**src/rtl/eq_adapt_pkg.sv**
```systemverilog
package eq_adapt_pkg;

    typedef enum logic [1:0] {
        S_DWELL  = 2'd0,
        S_SCORE  = 2'd1,
        S_SETTLE = 2'd2,
        S_HOLD   = 2'd3
    } adapt_state_e;

endpackage

```
**src/rtl/eq_table.sv**
```systemverilog
module eq_table #(
    parameter int IDX_W     = 5,
    parameter int N_ENTRIES = 32,
    parameter int STAGES    = 4,
    parameter int CODE_W    = 2,
    parameter int SET_W     = 8
) (
    input  logic             clk,
    input  logic             rst_n,
    input  logic             wr_en,
    input  logic [IDX_W-1:0] wr_addr,
    input  logic [SET_W-1:0] wr_data,
    input  logic [IDX_W-1:0] rd_idx,
    output logic [SET_W-1:0] rd_data
);
    localparam int MAXC = (1 << CODE_W) - 1;

    logic [SET_W-1:0] mem [N_ENTRIES];

    // default entry: level rises with index, stage 0 saturates first
    function automatic logic [SET_W-1:0] dflt_entry(int idx);
        int lvl;
        int code;
        logic [SET_W-1:0] v;
        v   = '0;
        lvl = (N_ENTRIES > 1) ? (idx * STAGES * MAXC) / (N_ENTRIES - 1) : 0;
        for (int s = 0; s < STAGES; s++) begin
            code = lvl - MAXC * s;
            if (code < 0)    code = 0;
            if (code > MAXC) code = MAXC;
            v[s*CODE_W +: CODE_W] = CODE_W'(code);
        end
        return v;
    endfunction

    always_ff @(posedge clk or negedge rst_n) begin
        if (!rst_n) begin
            for (int k = 0; k < N_ENTRIES; k++) mem[k] <= dflt_entry(k);
        end else if (wr_en) begin
            mem[wr_addr] <= wr_data;
        end
    end

    assign rd_data = mem[rd_idx];
endmodule

```
**src/rtl/eq_boost_sum.sv**
```systemverilog
module eq_boost_sum #(
    parameter int STAGES = 4,
    parameter int CODE_W = 2,
    parameter int SET_W  = 8,
    parameter int LVL_W  = 4
) (
    input  logic [SET_W-1:0] setting,
    output logic [LVL_W-1:0] level
);
    always_comb begin
        level = '0;
        for (int s = 0; s < STAGES; s++)
            level = level + LVL_W'(setting[s*CODE_W +: CODE_W]);
    end
endmodule

```
**src/rtl/eq_search_fsm.sv**
```systemverilog
module eq_search_fsm
    import eq_adapt_pkg::*;
#(
    parameter int IDX_W   = 5,
    parameter int FOM_W   = 8,
    parameter int DWELL_W = 8
) (
    input  logic               clk,
    input  logic               rst_n,
    input  logic               restart,
    input  logic               lock,
    input  logic [DWELL_W-1:0] dwell,
    input  logic [FOM_W-1:0]   fom,
    output logic [IDX_W-1:0]   sel_idx,
    output logic               done,
    output logic               capture,
    output logic               hold
);
    localparam logic [IDX_W-1:0] LAST_IDX = '1;

    adapt_state_e       state_q, state_d;
    logic [IDX_W-1:0]   idx_q;
    logic [IDX_W-1:0]   best_idx_q;
    logic [FOM_W-1:0]   best_fom_q;
    logic [DWELL_W-1:0] cnt_q;
    logic               dwell_end;
    logic               last_idx;

    assign dwell_end = (dwell == '0) || (cnt_q == dwell - 1'b1);
    assign last_idx  = (idx_q == LAST_IDX);

    // state register
    always_ff @(posedge clk or negedge rst_n) begin
        if (!rst_n) state_q <= S_DWELL;
        else        state_q <= state_d;
    end

    // transitions
    always_comb begin
        state_d = state_q;
        unique case (state_q)
            S_DWELL:  if (dwell_end) state_d = S_SCORE;
            S_SCORE:  state_d = last_idx ? S_SETTLE : S_DWELL;
            S_SETTLE: if (lock) state_d = S_HOLD;
            S_HOLD:   state_d = S_HOLD;
        endcase
        if (restart) state_d = S_DWELL;
    end

    // search datapath
    always_ff @(posedge clk or negedge rst_n) begin
        if (!rst_n) begin
            idx_q      <= '0;
            cnt_q      <= '0;
            best_idx_q <= '0;
            best_fom_q <= '0;
        end else if (restart) begin
            idx_q      <= '0;
            cnt_q      <= '0;
            best_idx_q <= '0;
            best_fom_q <= '0;
        end else begin
            unique case (state_q)
                S_DWELL: cnt_q <= dwell_end ? '0 : cnt_q + 1'b1;
                S_SCORE: begin
                    // strict compare: a tie keeps the earlier index
                    if (idx_q == '0 || fom > best_fom_q) begin
                        best_fom_q <= fom;
                        best_idx_q <= idx_q;
                    end
                    if (!last_idx) idx_q <= idx_q + 1'b1;
                end
                S_SETTLE, S_HOLD: ;
            endcase
        end
    end

    // outputs
    always_comb begin
        done    = 1'b0;
        hold    = 1'b0;
        capture = 1'b0;
        sel_idx = idx_q;
        unique case (state_q)
            S_DWELL, S_SCORE: ;
            S_SETTLE: begin
                done    = 1'b1;
                sel_idx = best_idx_q;
                capture = lock && !restart;
            end
            S_HOLD: begin
                done    = 1'b1;
                hold    = 1'b1;
                sel_idx = best_idx_q;
            end
        endcase
    end
endmodule

```
**src/rtl/eq_adapt_ctrl.sv**
```systemverilog
module eq_adapt_ctrl #(
    parameter int IDX_W   = 5,
    parameter int STAGES  = 4,
    parameter int CODE_W  = 2,
    parameter int FOM_W   = 8,
    parameter int DWELL_W = 8,
    parameter int SET_W   = STAGES * CODE_W,
    parameter int LVL_W   = $clog2(STAGES * ((1 << CODE_W) - 1) + 1)
) (
    input  logic               clk,
    input  logic               rst_n,
    input  logic               lock_i,
    input  logic               readapt_i,
    input  logic               acq_enter_i,
    input  logic [DWELL_W-1:0] dwell_i,
    input  logic [FOM_W-1:0]   fom_i,
    input  logic               wr_en_i,
    input  logic [IDX_W-1:0]   wr_addr_i,
    input  logic [SET_W-1:0]   wr_data_i,
    input  logic               stage4_limit_i,
    output logic [SET_W-1:0]   eq_setting_o,
    output logic [LVL_W-1:0]   boost_level_o,
    output logic [IDX_W-1:0]   cur_idx_o,
    output logic               adapt_done_o,
    output logic               stage4_limit_o
);
    localparam int N_ENTRIES = 1 << IDX_W;

    logic             restart;
    logic [IDX_W-1:0] sel_idx;
    logic [SET_W-1:0] tbl_data;
    logic [SET_W-1:0] held_q;
    logic             done;
    logic             capture;
    logic             hold;
    logic             limit_q;

    assign restart = readapt_i | acq_enter_i;

    eq_table #(
        .IDX_W(IDX_W), .N_ENTRIES(N_ENTRIES), .STAGES(STAGES),
        .CODE_W(CODE_W), .SET_W(SET_W)
    ) i_table (
        .clk(clk), .rst_n(rst_n),
        .wr_en(wr_en_i), .wr_addr(wr_addr_i), .wr_data(wr_data_i),
        .rd_idx(sel_idx), .rd_data(tbl_data)
    );

    eq_search_fsm #(
        .IDX_W(IDX_W), .FOM_W(FOM_W), .DWELL_W(DWELL_W)
    ) i_fsm (
        .clk(clk), .rst_n(rst_n), .restart(restart), .lock(lock_i),
        .dwell(dwell_i), .fom(fom_i), .sel_idx(sel_idx), .done(done),
        .capture(capture), .hold(hold)
    );

    // frozen copy of the winning entry, taken on the step into hold
    always_ff @(posedge clk or negedge rst_n) begin
        if (!rst_n)       held_q <= '0;
        else if (capture) held_q <= tbl_data;
    end

    always_ff @(posedge clk or negedge rst_n) begin
        if (!rst_n) limit_q <= 1'b0;
        else        limit_q <= stage4_limit_i;
    end

    assign eq_setting_o   = hold ? held_q : tbl_data;
    assign cur_idx_o      = sel_idx;
    assign adapt_done_o   = done;
    assign stage4_limit_o = limit_q;

    eq_boost_sum #(
        .STAGES(STAGES), .CODE_W(CODE_W), .SET_W(SET_W), .LVL_W(LVL_W)
    ) i_sum (
        .setting(eq_setting_o), .level(boost_level_o)
    );
endmodule

```
**config.mk**
```make
export PLATFORM = sky130hd
export DESIGN_NAME = eq_adapt_ctrl
export DESIGN_NICKNAME = d
export VERILOG_FILES = /design/src/rtl/eq_adapt_pkg.sv /design/src/rtl/eq_table.sv /design/src/rtl/eq_boost_sum.sv /design/src/rtl/eq_search_fsm.sv /design/src/rtl/eq_adapt_ctrl.sv
export SDC_FILE = /design/constraint.sdc
export NUM_CORES = 1
export LEC_CHECK = 0
export CAP_MARGIN = 20
export CORE_MARGIN = 2
export CORE_UTILIZATION = 64
export DETAILED_ROUTE_END_ITERATION = 7
export DONT_BUFFER_PORTS = 1
export PLACE_DENSITY = 0.91
export SETUP_SLACK_MARGIN = 0.15
export SLEW_MARGIN = 20
export SYNTH_ARGS = -nofsm -noshare
export SYNTH_HDL_FRONTEND = slang
export SYNTH_HIERARCHICAL = 1
export SYNTH_SLANG_ARGS = --single-unit
```
**constraint.sdc**
```tcl
create_clock -name clk -period 13.2 [get_ports clk]
set_input_delay 0 -clock clk [delete_from_list [all_inputs] [get_ports clk]]
set_output_delay 0 -clock clk [all_outputs]
set_load 0.005 [all_outputs]
```
Word level (Yosys, flattened, before mapping)
Index checks and enable logic that the tools add are counted.
{"block": "op_classes", "n_addsub": 6, "n_lt_le_gt_ge": 4, "n_eq_ne": 8, "mux": 28, "bitwise_logic": 3, "reduce_logical": 15}
{"op": "$bwmux 256", "n": 1}
{"op": "$mux 8", "n": 10}
{"op": "$bmux 8 s5", "n": 1}
{"op": "$demux 8 s5", "n": 1}
{"op": "$mux 5", "n": 7}
{"op": "$ge 6x6->1 const B", "n": 2}
{"op": "$not 5->6", "n": 2}
{"op": "$add 4x2->4", "n": 2}
{"op": "$add 8x1->8 const B", "n": 1}
{"op": "$eq 8x8->1", "n": 1}
{"op": "$gt 8x8->1", "n": 1}
{"op": "$logic_not 8->1", "n": 1}
{"op": "$mux 2", "n": 4}
{"op": "$pmux 2 s4", "n": 1}
{"op": "$sub 8x1->8 const B", "n": 1}
{"op": "$lt 6x1->1 const B", "n": 1}
{"op": "$reduce_and 2->1", "n": 3}
{"op": "$reduce_bool 2->1", "n": 3}
{"op": "$add 5x1->5 const B", "n": 1}
{"op": "$eq 5x5->1 const B", "n": 1}
{"op": "$logic_not 5->1", "n": 1}
{"op": "$eq 2x2->1 const B", "n": 2}
{"op": "$add 2x2->3", "n": 1}
{"op": "$mux 1", "n": 3}
{"op": "other kinds (10)", "n": 12}
{"block": "word_totals", "register_bits": 293, "input_bits": 36, "out_inout_bits": 19, "wordCells": 103}

Logic depth before layout (Yosys ltp)
{"block": "depth", "word_depth": 11, "ltp_mapped": 13, "mapped_depth_nobuf": 10}

Cells and area by module
The synthesis kept the hierarchy.
{"mod": "eq_table", "n_inst": 1, "cells_each": 699, "area_each_um2": 11796.3, "seq_area_each_um2": 6553.8}
{"mod": "eq_search_fsm", "n_inst": 1, "cells_each": 197, "area_each_um2": 1865.5, "seq_area_each_um2": 700.7}
{"mod": "eq_adapt_ctrl", "n_inst": 1, "cells_each": 28, "area_each_um2": 494.2, "seq_area_each_um2": 225.2}
{"mod": "eq_boost_sum", "n_inst": 1, "cells_each": 6, "area_each_um2": 105.1, "seq_area_each_um2": 0.0}

Worst setup path after synthesis
Ideal clock, no wire load.
{"block": "synth_timing", "path_kind": "reg-to-output", "start": "reg i_fsm.state_q[1]", "end": "out boost_level_o[2]", "arrival_time_ps": 4527, "t_required_ps": 13200, "path_slack_ps": 8673, "stages_incl_launch_ff": 13, "n_path_buf": 3, "cell_sequence": "dfrtp_1 -> clkbuf_1 -> mux2_2 -> clkbuf_1 -> buf_1 -> mux4_2 -> mux4_2 -> mux2_2 -> mux2_4 -> fa_1 -> fa_1 -> ha_1 -> fa_1"}
{"block": "synth_via", "elab_chain_len": 11, "elab_cells_between_ends": 13}
{"element": "start, declared", "line_no": "eq_search_fsm.sv:21", "rtl": "adapt_state_e state_q, state_d;"}
{"element": "start signal, assigned", "line_no": "eq_search_fsm.sv:35", "rtl": "else state_q <= state_d;"}
{"element": "$eq 2x2->1", "line_no": "eq_search_fsm.sv:84", "rtl": "unique case (state_q)"}
{"element": "$reduce_or 2->1 (no line) (*)"}
{"element": "$mux 5 (*)", "line_no": "eq_search_fsm.sv:84"}
{"element": "net cur_idx_o[2]", "line_no": "eq_adapt_ctrl.sv:23", "rtl": "output logic [IDX_W-1:0] cur_idx_o,"}
{"element": "$not 5->6 (not written as such) (*)", "line_no": "eq_table.sv:44", "rtl": "assign rd_data = mem[rd_idx];"}
{"element": "$bmux 8 s5 (*)", "line_no": "eq_table.sv:44"}
{"element": "$mux 8 (not written as such) (*) (2 in series)", "line_no": "eq_table.sv:44"}
{"element": "net tbl_data[1]", "line_no": "eq_adapt_ctrl.sv:31", "rtl": "logic [SET_W-1:0] tbl_data;"}
{"element": "$mux 8 (*)", "line_no": "eq_adapt_ctrl.sv:68", "rtl": "assign eq_setting_o = hold ? held_q : tbl_data;"}
{"element": "net eq_setting_o[1]", "line_no": "eq_adapt_ctrl.sv:21", "rtl": "output logic [SET_W-1:0] eq_setting_o,"}
{"element": "$add 2x2->3 (*)", "line_no": "eq_boost_sum.sv:13", "rtl": "level = level + LVL_W'(setting[s*CODE_W +: CODE_W]);"}
{"element": "$add 4x2->4 (*) (2 in series)", "line_no": "eq_boost_sum.sv:13"}
{"element": "end, declared", "line_no": "eq_adapt_ctrl.sv:22", "rtl": "output logic [LVL_W-1:0] boost_level_o,"}
Mark *: on every way through the listed nets, which the timed path passes. The rest lies on a longest branch. The select of a mux whose other input is x is not followed.

Final worst setup path
Ends and elaborated chain as after synthesis.

==> impl_metrics.env <==
export IMPL_outcome="finished clean"
export IMPL_hpwl_um=18600
export IMPL_cp_end_kind="output port"
export IMPL_setup_tns_final_ns=0
export IMPL_crit_type="reg2out"
export IMPL_multi_input_area_um2=6470
export IMPL_cts_buffers=29
export IMPL_combPwrFrac_pct=14.7
export IMPL_drive_gt1_share_pct=58.2
export IMPL_fin_total_pwr_mw=2.38
export IMPL_period_needed_ns=6.24
export IMPL_cts_tree="done"
export IMPL_rr_worst_depth=8
export IMPL_synth_distinct_cells=48
export IMPL_overflow=0
export IMPL_finClkSkew_ns=0.0217
export IMPL_cts_setup_buffers=0
export IMPL_r2r_slack_ns=9.05
export IMPL_internal_power_mw=1.82
export IMPL_hold_class="in2reg"
export IMPL_dieArea_um2=23500
export IMPL_cp_common_cell="fa_1"
export IMPL_final_cell_area_um2=15700
export IMPL_synth_seq_cells=293
export IMPL_io_buffers=0
export IMPL_p_seq_share_pct=50.1
export IMPL_min_period_over_period_pct=47.3
export IMPL_reg2reg_from="i_fsm/state_q[1]$_DFFE_PN0P_"
export IMPL_synth_edf_count=0
export IMPL_async_flop_share_pct=100
export IMPL_reg2reg_to="held_q[6]$_DFFE_PN0P_"
export IMPL_seq_area_um2=7480
export IMPL_vias=8179
export IMPL_grt_max_degree=294
export IMPL_cap_violations=0
export IMPL_vdd_drop_max_mv=0.121
export IMPL_grt_first_pass_wirelength_um=49600
export IMPL_num_io_pins=55
export IMPL_cts_num_sinks=293
export IMPL_final_nets=993
export IMPL_crit_path_start_kind="flop"
export IMPL_syn_to_final_growth_pct=10.3
export IMPL_min_from="fom_i[7]"
export IMPL_path_clk_slew_ns=0.06
export IMPL_dr_pass1_iters=6
export IMPL_synthCells=930
export IMPL_p_per_area_nw_per_um2=151
export IMPL_p_sw_uw=562
export IMPL_holdPathEnd="i_fsm/best_fom_q[5]$_DFFE_PN0P_"
export IMPL_ant_nets=0
export IMPL_start_util_pct=65.3
export IMPL_syn_nets=986
export IMPL_track_usage_pct=27.1
export IMPL_syn_avg_cell_area_um2=15.3
export IMPL_cts_buffer_depth=3
export IMPL_drt_iter0_drc=696
export IMPL_required_ns=13.20
export IMPL_arrival_ns=6.24
export IMPL_rsz0062_at_grt="false"
export IMPL_placed_area_um2=14400
export IMPL_hold_viol=0
export IMPL_p_clk_share_pct=35.3
export IMPL_die_width_um=153
export IMPL_viasPerCell=6.60
export IMPL_slew_viol_final=0
export IMPL_path_cells="nand2_1, o21ai_4, buf_4, buf_4, mux4_2, mux4_2, mux2_2, mux2_4, fa_1, fa_1, ha_1, fa_1"
export IMPL_sw_frac_of_total_pct=23.6
export IMPL_ys_warn_count=6
export IMPL_synth_area_um2=14300
export IMPL_row_count=54
export IMPL_totalWireLength_um=31300
export IMPL_drc_errors=0
export IMPL_slew_headroom_pct=24.5
export IMPL_slowest_stage="dfrtp_1"
export IMPL_synth_flop_cell="dfrtp_1"
export IMPL_gp_congestion=0.794
export IMPL_wire_per_inst_um=25.3
export IMPL_core_area_um2=21800
export IMPL_grt_pass1_vias=8796
export IMPL_die_h_um=153
export IMPL_hold_path_depth=4
export IMPL_p_leak_nw=6.57
export IMPL_ys_seq_area_share_pct=52.4
export IMPL_antenna_cells=0
export IMPL_clock_tree_root_cell="clkbuf_16"
export IMPL_setup_viol_count_final=0
export IMPL_worstSkewPairLatency_ns=0.55
export IMPL_crit_path_max_fanout=35
export IMPL_htree_levels=1
export IMPL_antenna_found_initial=0
export IMPL_fmax_ghz=0.160
export IMPL_fill_cells=1255
export IMPL_tightest_slew_ns=1.13
export IMPL_critical_path_max_stage_delay_ns=0.68
cell usage after synthesis (2+ instances only):
cell / n / area (um^2)
xor2_1: 10 / 87.6
mux2_4: 16 / 240
a21oi_1: 7 / 35.0
mux2i_1: 8 / 80.1
nor2_1: 29 / 109
dfstp_2: 118 / 3100
nor2_2: 4 / 25.0
buf_2: 2 / 10.0
nor3b_1: 9 / 67.6
dfrtp_1: 175 / 4380
buf_1: 9 / 33.8
mux2_2: 273 / 3070
a21o_1: 4 / 30.0
fa_1: 4 / 80.1
ha_1: 16 / 200
nor3_1: 5 / 25.0
and3_1: 7 / 43.8
nand3b_1: 7 / 52.6
nand3_1: 4 / 20.0
or2_2: 2 / 12.5
inv_1: 15 / 56.3
xnor2_1: 3 / 26.3
nor2b_1: 5 / 31.3
buf_6: 4 / 45.0
o21a_1: 2 / 15.0
o21ai_0: 10 / 50.1
nand2b_1: 8 / 50.1
buf_4: 6 / 45.0
clkbuf_1: 40 / 150
mux4_2: 80 / 1800
and3b_1: 2 / 17.5
o21ai_1: 3 / 15.0
nor4b_1: 2 / 17.5
and2_1: 2 / 12.5
nand2_1: 24 / 90.1
nand4_1: 3 / 18.8
flip-flops by register name (all words and copies together), names as in the netlist:
| signal | cells |
|---|---|
| held_q | 8 |
| i_fsm/best_fom_q | 8 |
| i_table/mem | 256 |
| i_fsm/idx_q | 5 |
| i_fsm/best_idx_q | 5 |
| i_fsm/state_q | 2 |
| i_fsm/cnt_q | 8 |
| stage4_limit_o | 1 |
kinds of logic (layout without fill, tap and decap cells):
| kind of cell | after synthesis | after routing | synth area share [%] |
|---|---|---|---|
| AO/OA/AOI/OAI | 34 | 34 | 1.51 |
| XOR/XNOR | 13 | 13 | 0.798 |
| adder cells (fa/ha/maj) | 20 | 20 | 1.97 |
| buffers and inverters | 76 | 106 | 2.39 |
| flip-flops | 293 | 293 | 52.4 |
| multiplexers | 377 | 377 | 36.4 |
| AND/OR/NAND/NOR | 117 | 117 | 4.46 |
worst max-delay path: cells and delay by family, from the launching register on:
family / cells / cell delay [ns]
multiplexers: 4 / 1.71
flip-flops: 1 / 0.68
AO/OA/AOI/OAI: 1 / 0.17
AND/OR/NAND/NOR: 1 / 0.19
adder cells (fa/ha/maj): 4 / 1.68
buffers and inverters: 2 / 1.20
routing by layer:
layer / GRT usage, % / share of wire, % / wire [um]
met5: 0 / 0 / 0
met4: 8.16 / 2.5 / 781
met3: 6.21 / 7.8 / 2460
met2: 42.2 / 48 / 15100
met1: 38.7 / 41 / 13000
power by group through the flow:
stage | clock network, mW | registers, mW | logic [mW]
after detailed placement | 0 | 1.20 | 0.308
after global placement | 0 | 1.19 | 0.290
final | 0.839 | 1.19 | 0.348
after floorplan | 0 | 1.16 | 0.271
after global routing | 0.886 | 1.21 | 0.377
after CTS | 0.851 | 1.19 | 0.347
layout by cell type (no fill, tap or decap), drive strengths merged, types with 5 or more instances in the layout:
master	instances
a21oi	7
and3	7
buf	13
clkbuf	47
dfrtp	175
dfstp	118
dlygate4sd3	24
ha	16
inv	16
mux2	289
mux2i	8
mux4	80
nand2	24
nand2b	8
nand3b	7
nor2	33
nor2b	5
nor3	5
nor3b	9
o21ai	13
xor2	10
through the flow:
step | utilization [%] | worst slack, ns | hold slack [ns] | instances
after floorplan | - | 8.67 | -0.296 | 930
after global placement | 66.0 | 7.56 | -0.290 | 1155
after detailed placement | 66.0 | 7.45 | -0.285 | 1155
after CTS | 71.8 | 6.89 | 0.0000504 | 1236
after global routing | 72.1 | 6.66 | 0.0376 | 1240
final | 72.1 | 6.96 | 0.0190 | 1240
cell type report:
class	instances	area share, %
clock buffer	47	5.62
clock inverter	7	0.636
inverter	15	0.358
multi-input combinational	561	41.1
sequential	293	47.5
tap	280	2.23
timing repair buffer	37	2.50
worst max path at each step:
stage / endpoint / from
finish: boost_level_o[2] / i_fsm/state_q[1]$_DFFE_PN0P_
global route: boost_level_o[2] / i_fsm/state_q[1]$_DFFE_PN0P_
CTS: boost_level_o[2] / i_fsm/state_q[1]$_DFFE_PN0P_
detailed placement: boost_level_o[2] / i_fsm/state_q[1]$_DFFE_PN0P_
global placement: boost_level_o[2] / i_fsm/state_q[1]$_DFFE_PN0P_
floorplan: boost_level_o[2] / i_fsm/state_q[1]$_DFFE_PN0P_
repair_timing:
action,CTS,global route
gates resized for setup,0,0
endpoints found under the hold margin,573,8
hold buffers,27,1
Power figures use the tool's default switching activity.
